==> config.mk <==
export PLATFORM = sky130hd
export DESIGN_NAME = fieldbank_top
export DESIGN_NICKNAME = d
export VERILOG_FILES = /design/src/rtl/fieldbank_pkg.sv /design/src/rtl/fieldbank_ctrl.sv /design/src/rtl/fieldbank_dp.sv /design/src/rtl/fieldbank_top.sv
export SDC_FILE = /design/constraint.sdc
export NUM_CORES = 1
export LEC_CHECK = 0
export BUFFER_PORTS_ARGS = -buffer_cell sky130_fd_sc_hd__buf_2
export CORE_ASPECT_RATIO = 0.9
export CORE_MARGIN = 5
export CORE_UTILIZATION = 48
export CTS_CLUSTER_SIZE = 8
export DETAILED_ROUTE_END_ITERATION = 16
export PLACE_DENSITY_LB_ADDON = 0.3
export SLEW_MARGIN = 15
export SYNTH_ARGS = -nofsm -noshare
export SYNTH_HDL_FRONTEND = slang
export SYNTH_HIERARCHICAL = 1
export SYNTH_SLANG_ARGS = --single-unit
==> constraint.sdc <==
create_clock -name clk -period 1.41 [get_ports clk]
set_input_delay 0.2115 -clock clk [delete_from_list [all_inputs] [get_ports clk]]
set_output_delay 0.2115 -clock clk [all_outputs]
set_load 0.1 [all_outputs]
==> src/rtl/fieldbank_pkg.sv <==
package fieldbank_pkg;

  // Fixed field addresses; the wide counter occupies ADR_CNT upward.
  localparam int ADR_CTRL  = 0;
  localparam int ADR_TRIM  = 1;
  localparam int ADR_STAT  = 2;
  localparam int ADR_LVL   = 3;
  localparam int ADR_CMD   = 4;
  localparam int ADR_EVT   = 5;
  localparam int ADR_PULSE = 6;
  localparam int ADR_CNT   = 7;

  localparam int HI_IDX_W = 3;

  typedef enum logic [2:0] {
    MD_NONE, MD_RW, MD_RO, MD_WO, MD_COR, MD_POW
  } fieldMode_e;

  typedef enum logic [2:0] {
    SRC_NONE, SRC_CTRL, SRC_TRIM, SRC_STAT, SRC_LVL, SRC_EVT, SRC_CNTLO, SRC_CNTHI
  } rdSrc_e;

  typedef struct packed {
    logic                wrCtrl;
    logic                wrTrim;
    logic                wrCmd;
    logic                wrPulse;
    logic                clrEvt;
    logic                capHold;
    logic                rdEn;
    rdSrc_e              rdSrc;
    logic [HI_IDX_W-1:0] hiIdx;
  } strobe_t;

endpackage

==> src/rtl/fieldbank_ctrl.sv <==
module fieldbank_ctrl
  import fieldbank_pkg::*;
#(
  parameter int ADDR_W    = 4,
  parameter int CNT_WORDS = 2
) (
  input  logic              clk,
  input  logic              rstN,
  input  logic [ADDR_W-1:0] busAddr,
  input  logic              busWr,
  input  logic              busRd,
  output strobe_t           st,
  output logic              rdValid
);

  localparam int CNT_LAST = ADR_CNT + CNT_WORDS - 1;

  fieldMode_e mode;
  int         addrInt;

  assign addrInt = int'(busAddr);

  // One access mode per address.
  always_comb begin
    if (addrInt == ADR_CTRL || addrInt == ADR_TRIM)         mode = MD_RW;
    else if (addrInt == ADR_STAT || addrInt == ADR_LVL)     mode = MD_RO;
    else if (addrInt == ADR_CMD)                            mode = MD_WO;
    else if (addrInt == ADR_EVT)                            mode = MD_COR;
    else if (addrInt == ADR_PULSE)                          mode = MD_POW;
    else if (addrInt >= ADR_CNT && addrInt <= CNT_LAST)     mode = MD_RO;
    else                                                    mode = MD_NONE;
  end

  always_comb begin
    logic canWr, canRd;
    st       = '0;
    st.rdSrc = SRC_NONE;
    canWr    = busWr && (mode == MD_RW || mode == MD_WO || mode == MD_POW);
    canRd    = busRd && (mode == MD_RW || mode == MD_RO || mode == MD_COR);
    st.rdEn  = busRd;
    st.wrCtrl  = canWr && addrInt == ADR_CTRL;
    st.wrTrim  = canWr && addrInt == ADR_TRIM;
    st.wrCmd   = canWr && addrInt == ADR_CMD;
    st.wrPulse = canWr && addrInt == ADR_PULSE;
    st.clrEvt  = canRd && mode == MD_COR;
    st.capHold = canRd && addrInt == ADR_CNT;
    if (canRd) begin
      if (addrInt == ADR_CTRL)       st.rdSrc = SRC_CTRL;
      else if (addrInt == ADR_TRIM)  st.rdSrc = SRC_TRIM;
      else if (addrInt == ADR_STAT)  st.rdSrc = SRC_STAT;
      else if (addrInt == ADR_LVL)   st.rdSrc = SRC_LVL;
      else if (addrInt == ADR_EVT)   st.rdSrc = SRC_EVT;
      else if (addrInt == ADR_CNT)   st.rdSrc = SRC_CNTLO;
      else begin
        st.rdSrc = SRC_CNTHI;
        st.hiIdx = HI_IDX_W'(addrInt - ADR_CNT - 1);
      end
    end
  end

  always_ff @(posedge clk or negedge rstN) begin
    if (!rstN) rdValid <= 1'b0;
    else       rdValid <= busRd;
  end

  // a single address never raises two write strobes
  assert_one_write_R3: assert property (@(posedge clk) disable iff (!rstN)
    $onehot0({st.wrCtrl, st.wrTrim, st.wrCmd, st.wrPulse}));

  // every read strobe is answered one cycle later
  assert_rd_valid_R1: assert property (@(posedge clk) disable iff (!rstN)
    busRd |=> rdValid);

endmodule

==> src/rtl/fieldbank_dp.sv <==
module fieldbank_dp
  import fieldbank_pkg::*;
#(
  parameter int CTRL_W  = 12,
  parameter int TRIM_W  = 10,
  parameter int STAT_W  = 16,
  parameter int LVL_W   = 8,
  parameter int CMD_W   = 16,
  parameter int PULSE_W = 4,
  parameter int EVT_W   = 8,
  parameter int CNT_W   = 64,
  parameter bit CTRL_SIGNED = 1'b0,
  parameter bit TRIM_SIGNED = 1'b1,
  parameter bit STAT_SIGNED = 1'b0,
  parameter bit LVL_SIGNED  = 1'b1,
  parameter logic [CTRL_W-1:0] CTRL_RST = 'h5A5,
  parameter logic [TRIM_W-1:0] TRIM_RST = 'h3F0,
  parameter int CNT_WORDS = (CNT_W + 31) / 32
) (
  input  logic               clk,
  input  logic               rstN,
  input  strobe_t            st,
  input  logic [31:0]        busWdata,
  input  logic [STAT_W-1:0]  statusIn,
  input  logic [LVL_W-1:0]   levelIn,
  input  logic [EVT_W-1:0]   evtSet,
  input  logic [CNT_W-1:0]   countIn,
  output logic [31:0]        rdData,
  output logic [CTRL_W-1:0]  ctrlOut,
  output logic [TRIM_W-1:0]  trimOut,
  output logic [CMD_W-1:0]   cmdOut,
  output logic [PULSE_W-1:0] pulseOut,
  output logic [EVT_W-1:0]   evtOut
);

  localparam int PAD_W  = CNT_WORDS * 32;
  localparam int HOLD_W = PAD_W - 32;

  logic [CTRL_W-1:0]  ctrlReg;
  logic [TRIM_W-1:0]  trimReg;
  logic [CMD_W-1:0]   cmdReg;
  logic [PULSE_W-1:0] pulseReg;
  logic [EVT_W-1:0]   evtReg;
  logic [HOLD_W-1:0]  holdReg;
  logic [PAD_W-1:0]   cntPad;
  logic [31:0]        rdNext;
  logic [31:0]        ctrlExt, trimExt, statExt, lvlExt, evtExt;

  assign cntPad = PAD_W'(countIn);

  assign ctrlExt = CTRL_SIGNED ? 32'($signed(ctrlReg))  : 32'(ctrlReg);
  assign trimExt = TRIM_SIGNED ? 32'($signed(trimReg))  : 32'(trimReg);
  assign statExt = STAT_SIGNED ? 32'($signed(statusIn)) : 32'(statusIn);
  assign lvlExt  = LVL_SIGNED  ? 32'($signed(levelIn))  : 32'(levelIn);
  assign evtExt  = 32'(evtReg);

  always_comb begin
    case (st.rdSrc)
      SRC_CTRL:  rdNext = ctrlExt;
      SRC_TRIM:  rdNext = trimExt;
      SRC_STAT:  rdNext = statExt;
      SRC_LVL:   rdNext = lvlExt;
      SRC_EVT:   rdNext = evtExt;
      SRC_CNTLO: rdNext = cntPad[31:0];
      SRC_CNTHI: rdNext = (int'(st.hiIdx) < CNT_WORDS - 1) ?
                          holdReg[int'(st.hiIdx)*32 +: 32] : 32'h0;
      default:   rdNext = 32'h0;
    endcase
  end

  always_ff @(posedge clk or negedge rstN) begin
    if (!rstN) begin
      ctrlReg  <= CTRL_RST;
      trimReg  <= TRIM_RST;
      cmdReg   <= '0;
      pulseReg <= '0;
      evtReg   <= '0;
      holdReg  <= '0;
      rdData   <= '0;
    end else begin
      if (st.wrCtrl) ctrlReg <= busWdata[CTRL_W-1:0];
      if (st.wrTrim) trimReg <= busWdata[TRIM_W-1:0];
      if (st.wrCmd)  cmdReg  <= busWdata[CMD_W-1:0];
      pulseReg <= st.wrPulse ? busWdata[PULSE_W-1:0] : '0;
      evtReg   <= (st.clrEvt ? '0 : evtReg) | evtSet;
      if (st.capHold) holdReg <= cntPad[PAD_W-1:32];
      rdData   <= st.rdEn ? rdNext : 32'h0;
    end
  end

  assign ctrlOut  = ctrlReg;
  assign trimOut  = trimReg;
  assign cmdOut   = cmdReg;
  assign pulseOut = pulseReg;
  assign evtOut   = evtReg;

  assert_idle_zero_R1: assert property (@(posedge clk) disable iff (!rstN)
    !st.rdEn |=> rdData == 32'h0);

  // write-only and unmapped addresses read as zero
  assert_noread_zero_R6: assert property (@(posedge clk) disable iff (!rstN)
    (st.rdEn && st.rdSrc == SRC_NONE) |=> rdData == 32'h0);

  assert_cor_clear_R7: assert property (@(posedge clk) disable iff (!rstN)
    (st.clrEvt && evtSet == '0) |=> evtReg == '0);

  assert_set_wins_R8: assert property (@(posedge clk) disable iff (!rstN)
    (evtSet != '0) |=> (evtReg & $past(evtSet)) == $past(evtSet));

  assert_pulse_single_R9: assert property (@(posedge clk) disable iff (!rstN)
    !st.wrPulse |=> pulseReg == '0);

  assert_hold_stable_R10: assert property (@(posedge clk) disable iff (!rstN)
    !st.capHold |=> $stable(holdReg));

endmodule

==> src/rtl/fieldbank_top.sv <==
module fieldbank_top
  import fieldbank_pkg::*;
#(
  parameter int ADDR_W  = 4,
  parameter int CTRL_W  = 12,
  parameter int TRIM_W  = 10,
  parameter int STAT_W  = 16,
  parameter int LVL_W   = 8,
  parameter int CMD_W   = 16,
  parameter int PULSE_W = 4,
  parameter int EVT_W   = 8,
  parameter int CNT_W   = 64,
  parameter bit CTRL_SIGNED = 1'b0,
  parameter bit TRIM_SIGNED = 1'b1,
  parameter bit STAT_SIGNED = 1'b0,
  parameter bit LVL_SIGNED  = 1'b1,
  parameter logic [CTRL_W-1:0] CTRL_RST = 'h5A5,
  parameter logic [TRIM_W-1:0] TRIM_RST = 'h3F0
) (
  input  logic               clk,
  input  logic               rstN,
  input  logic [ADDR_W-1:0]  busAddr,
  input  logic               busWr,
  input  logic               busRd,
  input  logic [31:0]        busWdata,
  output logic [31:0]        busRdata,
  output logic               busRdValid,
  output logic [CTRL_W-1:0]  ctrlOut,
  output logic [TRIM_W-1:0]  trimOut,
  output logic [CMD_W-1:0]   cmdOut,
  output logic [PULSE_W-1:0] pulseOut,
  output logic [EVT_W-1:0]   evtOut,
  input  logic [STAT_W-1:0]  statusIn,
  input  logic [LVL_W-1:0]   levelIn,
  input  logic [EVT_W-1:0]   evtSet,
  input  logic [CNT_W-1:0]   countIn
);

  localparam int CNT_WORDS  = (CNT_W + 31) / 32;
  localparam int NUM_ADDR   = ADR_CNT + CNT_WORDS;
  localparam int SPAN_BYTES = NUM_ADDR * 4;

  strobe_t st;

  fieldbank_ctrl #(.ADDR_W(ADDR_W), .CNT_WORDS(CNT_WORDS)) u_ctrl (
    .clk(clk), .rstN(rstN), .busAddr(busAddr), .busWr(busWr), .busRd(busRd),
    .st(st), .rdValid(busRdValid)
  );

  fieldbank_dp #(
    .CTRL_W(CTRL_W), .TRIM_W(TRIM_W), .STAT_W(STAT_W), .LVL_W(LVL_W),
    .CMD_W(CMD_W), .PULSE_W(PULSE_W), .EVT_W(EVT_W), .CNT_W(CNT_W),
    .CTRL_SIGNED(CTRL_SIGNED), .TRIM_SIGNED(TRIM_SIGNED),
    .STAT_SIGNED(STAT_SIGNED), .LVL_SIGNED(LVL_SIGNED),
    .CTRL_RST(CTRL_RST), .TRIM_RST(TRIM_RST), .CNT_WORDS(CNT_WORDS)
  ) u_dp (
    .clk(clk), .rstN(rstN), .st(st), .busWdata(busWdata),
    .statusIn(statusIn), .levelIn(levelIn), .evtSet(evtSet), .countIn(countIn),
    .rdData(busRdata), .ctrlOut(ctrlOut), .trimOut(trimOut), .cmdOut(cmdOut),
    .pulseOut(pulseOut), .evtOut(evtOut)
  );

  initial begin
    assert_map_fits_R11: assert ((1 << ADDR_W) >= NUM_ADDR && SPAN_BYTES == NUM_ADDR * 4 && CNT_W > 32);
  end

endmodule

==> out/results.tsv <==
metric	value	unit
WP data arrival	1.91	ns
# DRC	0	
H-tree level count	4	
final core occ	77.7	%
Max Cap Viol	0	
Final Instance Count excl. Fillers	785	
nets	779	
r2r endpoint	u_dp/rdData[0]	
maximum VDD drop	1.35	mV
Starting Density	49.4	%
DP Cell Count	726	
Crit. End Element	flop	
post-route cell area	0.00804	mm2
Num CTS Buffers	17	
yosys warns	6	
clock root cell	clkbuf_16	
Worst path slowest cell	o31a_2	
NetSw	4.68	mW
die footprint	0.0128	mm2
Fin Hold WS	0.0238	ns
Slowest Stage Delay on Critical Path	0.33	ns
Final ANT Viol Nets	0	
CP Data Required Time	1.69	ns
maximum clock frequency	615	MHz
most frequent cells in the layout	buf_2, dfrtp_1, buf_4	
Post-Route WL	16000	um
Leak Pwr	3.74	nW
clock buffer depth	2	
Sw Share	36.8	%
die height	108	um
Core ar.	0.0103	mm2
Clock transition at path regs	0.05	ns
synth top area cells	dfrtp_1, mux2_2, dfstp_2	
WHS Path Cells	2	
Clk pwr share	33.6	%
library cells used by synthesis	52	
Pins Over Slew Limit	0	
num ports	219	
total gr overflow	0	
GP Congestion	0.816	
initial antenna violation count	0	
Final period util	115	%
Avg WL per Cell	20.4	um
post-route minimum period	1.63	ns
failing checks	negative setup slack	
EDFF count, synth	0	
# setup viols final	33	
DR pass1 iterations	4	
Routed met1 length	6230	um
Avg Cell Area, Syn	13.2	um2
unrepaired setup endpoints after global routing	true	
first-iteration detailed-routing DRC count	246	
setup ws final	-0.216	ns
post-synth top area share	50.5	%
fillers	642	
commonest non-fill, non-tap cell in the layout	buf_2	
Vias per Instance	5.47	
Max Used Layer	met4	
Hold Path Class	input port to flop	
all-layer global routing usage	25.0	%
critical path buffer and inverter count	3	
Row Count	35	
Setup CP Type	input port to flop	
CTS tree	done	
largest net degree at the start of global routing	44	
crit-path leading delay family	compound AO/OA/AOI/OAI gates	
Final Hold Viols	0	
met2 wire length	8300	um
register area share after synthesis	56.7	%
sequential fraction of design power	33.5	%
WHS Endpoint	u_dp/holdReg[4]	
reg2reg setup slack	0.08	ns
Post-synth ARST share	100	%
first-pass GRT wire length	24700	um
hold path start	countIn[36]	
n_diodes	0	
Comb pwr share	32.9	%
DP Area	0.00678	mm2
Post-Syn Area	0.00510	mm2
Internal	8.03	mW
share of layout cells above drive strength 1	65.2	%
metal3 WL	1200	um
Yosys reg bits	115	
clock skew	0.00773	ns
status	finished with violations	
Synth area leader	dfrtp_1	
most frequent CP cell	buf_12	
I/O Buffers	202	
Die X-Extent	119	um
detailed placement HPWL	10700	um
Top FF cell, synth	dfrtp_1	
crit path launch type	input port	
vias in the first global route	4574	
crit-path max FO	8	
Power per Cell Area	1580	mW/mm2
worst path cell trace	buf_12 -> xor2_2 -> nor2_1 -> o31a_2 -> buf_6 -> and2b_2 -> and2_4 -> buf_12 -> a22oi_1 -> a21oi_2	
Area growth, synth to finish	57.4	%
R2R depth	3	
FF-to-FF Start	u_dp/ctrlOut[0]	
Clock Latency Late Sink	0.41	ns
cells after synthesis	386	
routed vias	4293	
Num Clock Sinks	115	
setup_tns	-5.12	ns
repair_timing:
action                     4_1_cts  5_1_grt
resized for setup               74       27
setup endpoints to repair       64       48
cloned                           4        2
setup buffers                   10        3
pin swaps                       21       22
hold buffers                     9        0
hold endpoints to repair        29        0
kinds of logic after synthesis:
| logic type | synth area share (%) |
|---|---|
| buffers and inverters | 4.46 |
| flip-flops | 56.7 |
| AO/OA/AOI/OAI | 12.9 |
| AND/OR/NAND/NOR | 6.25 |
| XOR/XNOR | 0.319 |
| other | 0.0735 |
| multiplexers | 19.4 |
through the flow:
step | setup slack, ns | total power, mW
floorplan | -0.457 | 7.05
global placement | -0.564 | 8.10
detailed placement | -0.752 | 8.17
CTS | -0.176 | 12.7
global route | -0.236 | 13.2
finish | -0.216 | 12.7
metal layers:
layer,GRT usage [%],up-vias
met5,0,-
met1,29.6,2153
li1,-,1937
met2,43.0,177
met3,8.25,26
met4,8.52,0
Yosys cell counts (2+ instances only):
library cell and number:
dfrtp_1 103, mux2i_1 11, a21oi_1 27, clkbuf_1 6, a22oi_1 24, mux4_2 2, a31o_1 2, mux2_2 71
nor2_1 6, mux2_1 3, buf_2 15, a31o_2 2, nor2b_1 4, and2b_1 3, a221oi_1 4, inv_1 2
and2_1 5, dfstp_2 12, a21o_1 8, nand2b_1 4, a2bb2oi_1 2, nand2_1 14, buf_4 8, nand3b_1 2
o2bb2ai_1 2, nor3b_1 2, a31oi_1 4, or2_1 2, nor3_1 2, a32oi_1 4, o211ai_1 2, a221o_1 2
or2_2 2, buf_6 3, a22o_1 4
worst reg2reg max path: cells and delay by family, from the launching register on:
kind / cells / cell delay, ns
flip-flops: 1 / 0.54
multiplexers: 2 / 0.57
AO/OA/AOI/OAI: 1 / 0.14
power groups by stage:
stage	sequential (mW)	clock, mW	combinational (mW)
global route	4.32	4.53	4.34
floorplan	6.23	0	0.811
CTS	4.24	4.35	4.12
detailed placement	4.27	0	3.91
finish	4.26	4.27	4.19
global placement	4.24	0	3.86
how the worst max path moves through the flow:
stage                     slack (ns)        from               to  cells after the start
after global routing           -0.24  busAddr[1]   u_dp/rdData[3]                      9
after CTS                      -0.18  busAddr[1]   u_dp/rdData[3]                     10
after detailed placement       -0.75  busAddr[1]  u_dp/rdData[30]                     10
final                          -0.22  busAddr[1]  u_dp/rdData[19]                     10
after global placement         -0.56  busAddr[2]  u_dp/rdData[17]                      9
after floorplan                -0.46  busAddr[1]   u_dp/rdData[4]                      9
flip-flops by register name, summed over array words and instances, names as in the netlist:
| name | flops |
|---|---|
| u_ctrl/rdValid | 1 |
| u_dp/cmdOut | 16 |
| u_dp/ctrlOut | 12 |
| u_dp/evtOut | 8 |
| u_dp/holdReg | 32 |
| u_dp/pulseOut | 4 |
| u_dp/rdData | 32 |
| u_dp/trimOut | 10 |
layout make-up:
cell class	instances	area [um2]	area share, %
inverters	2	10.0	0.125
multi-input cells	236	2240	27.9
flip-flops and latches	115	2900	36.0
well taps	129	161	2.01
clock buffers	19	433	5.39
repair buffers	271	2130	26.5
clock inverters	13	160	1.99
No activity file was read; power rests on OpenSTA's default activity.
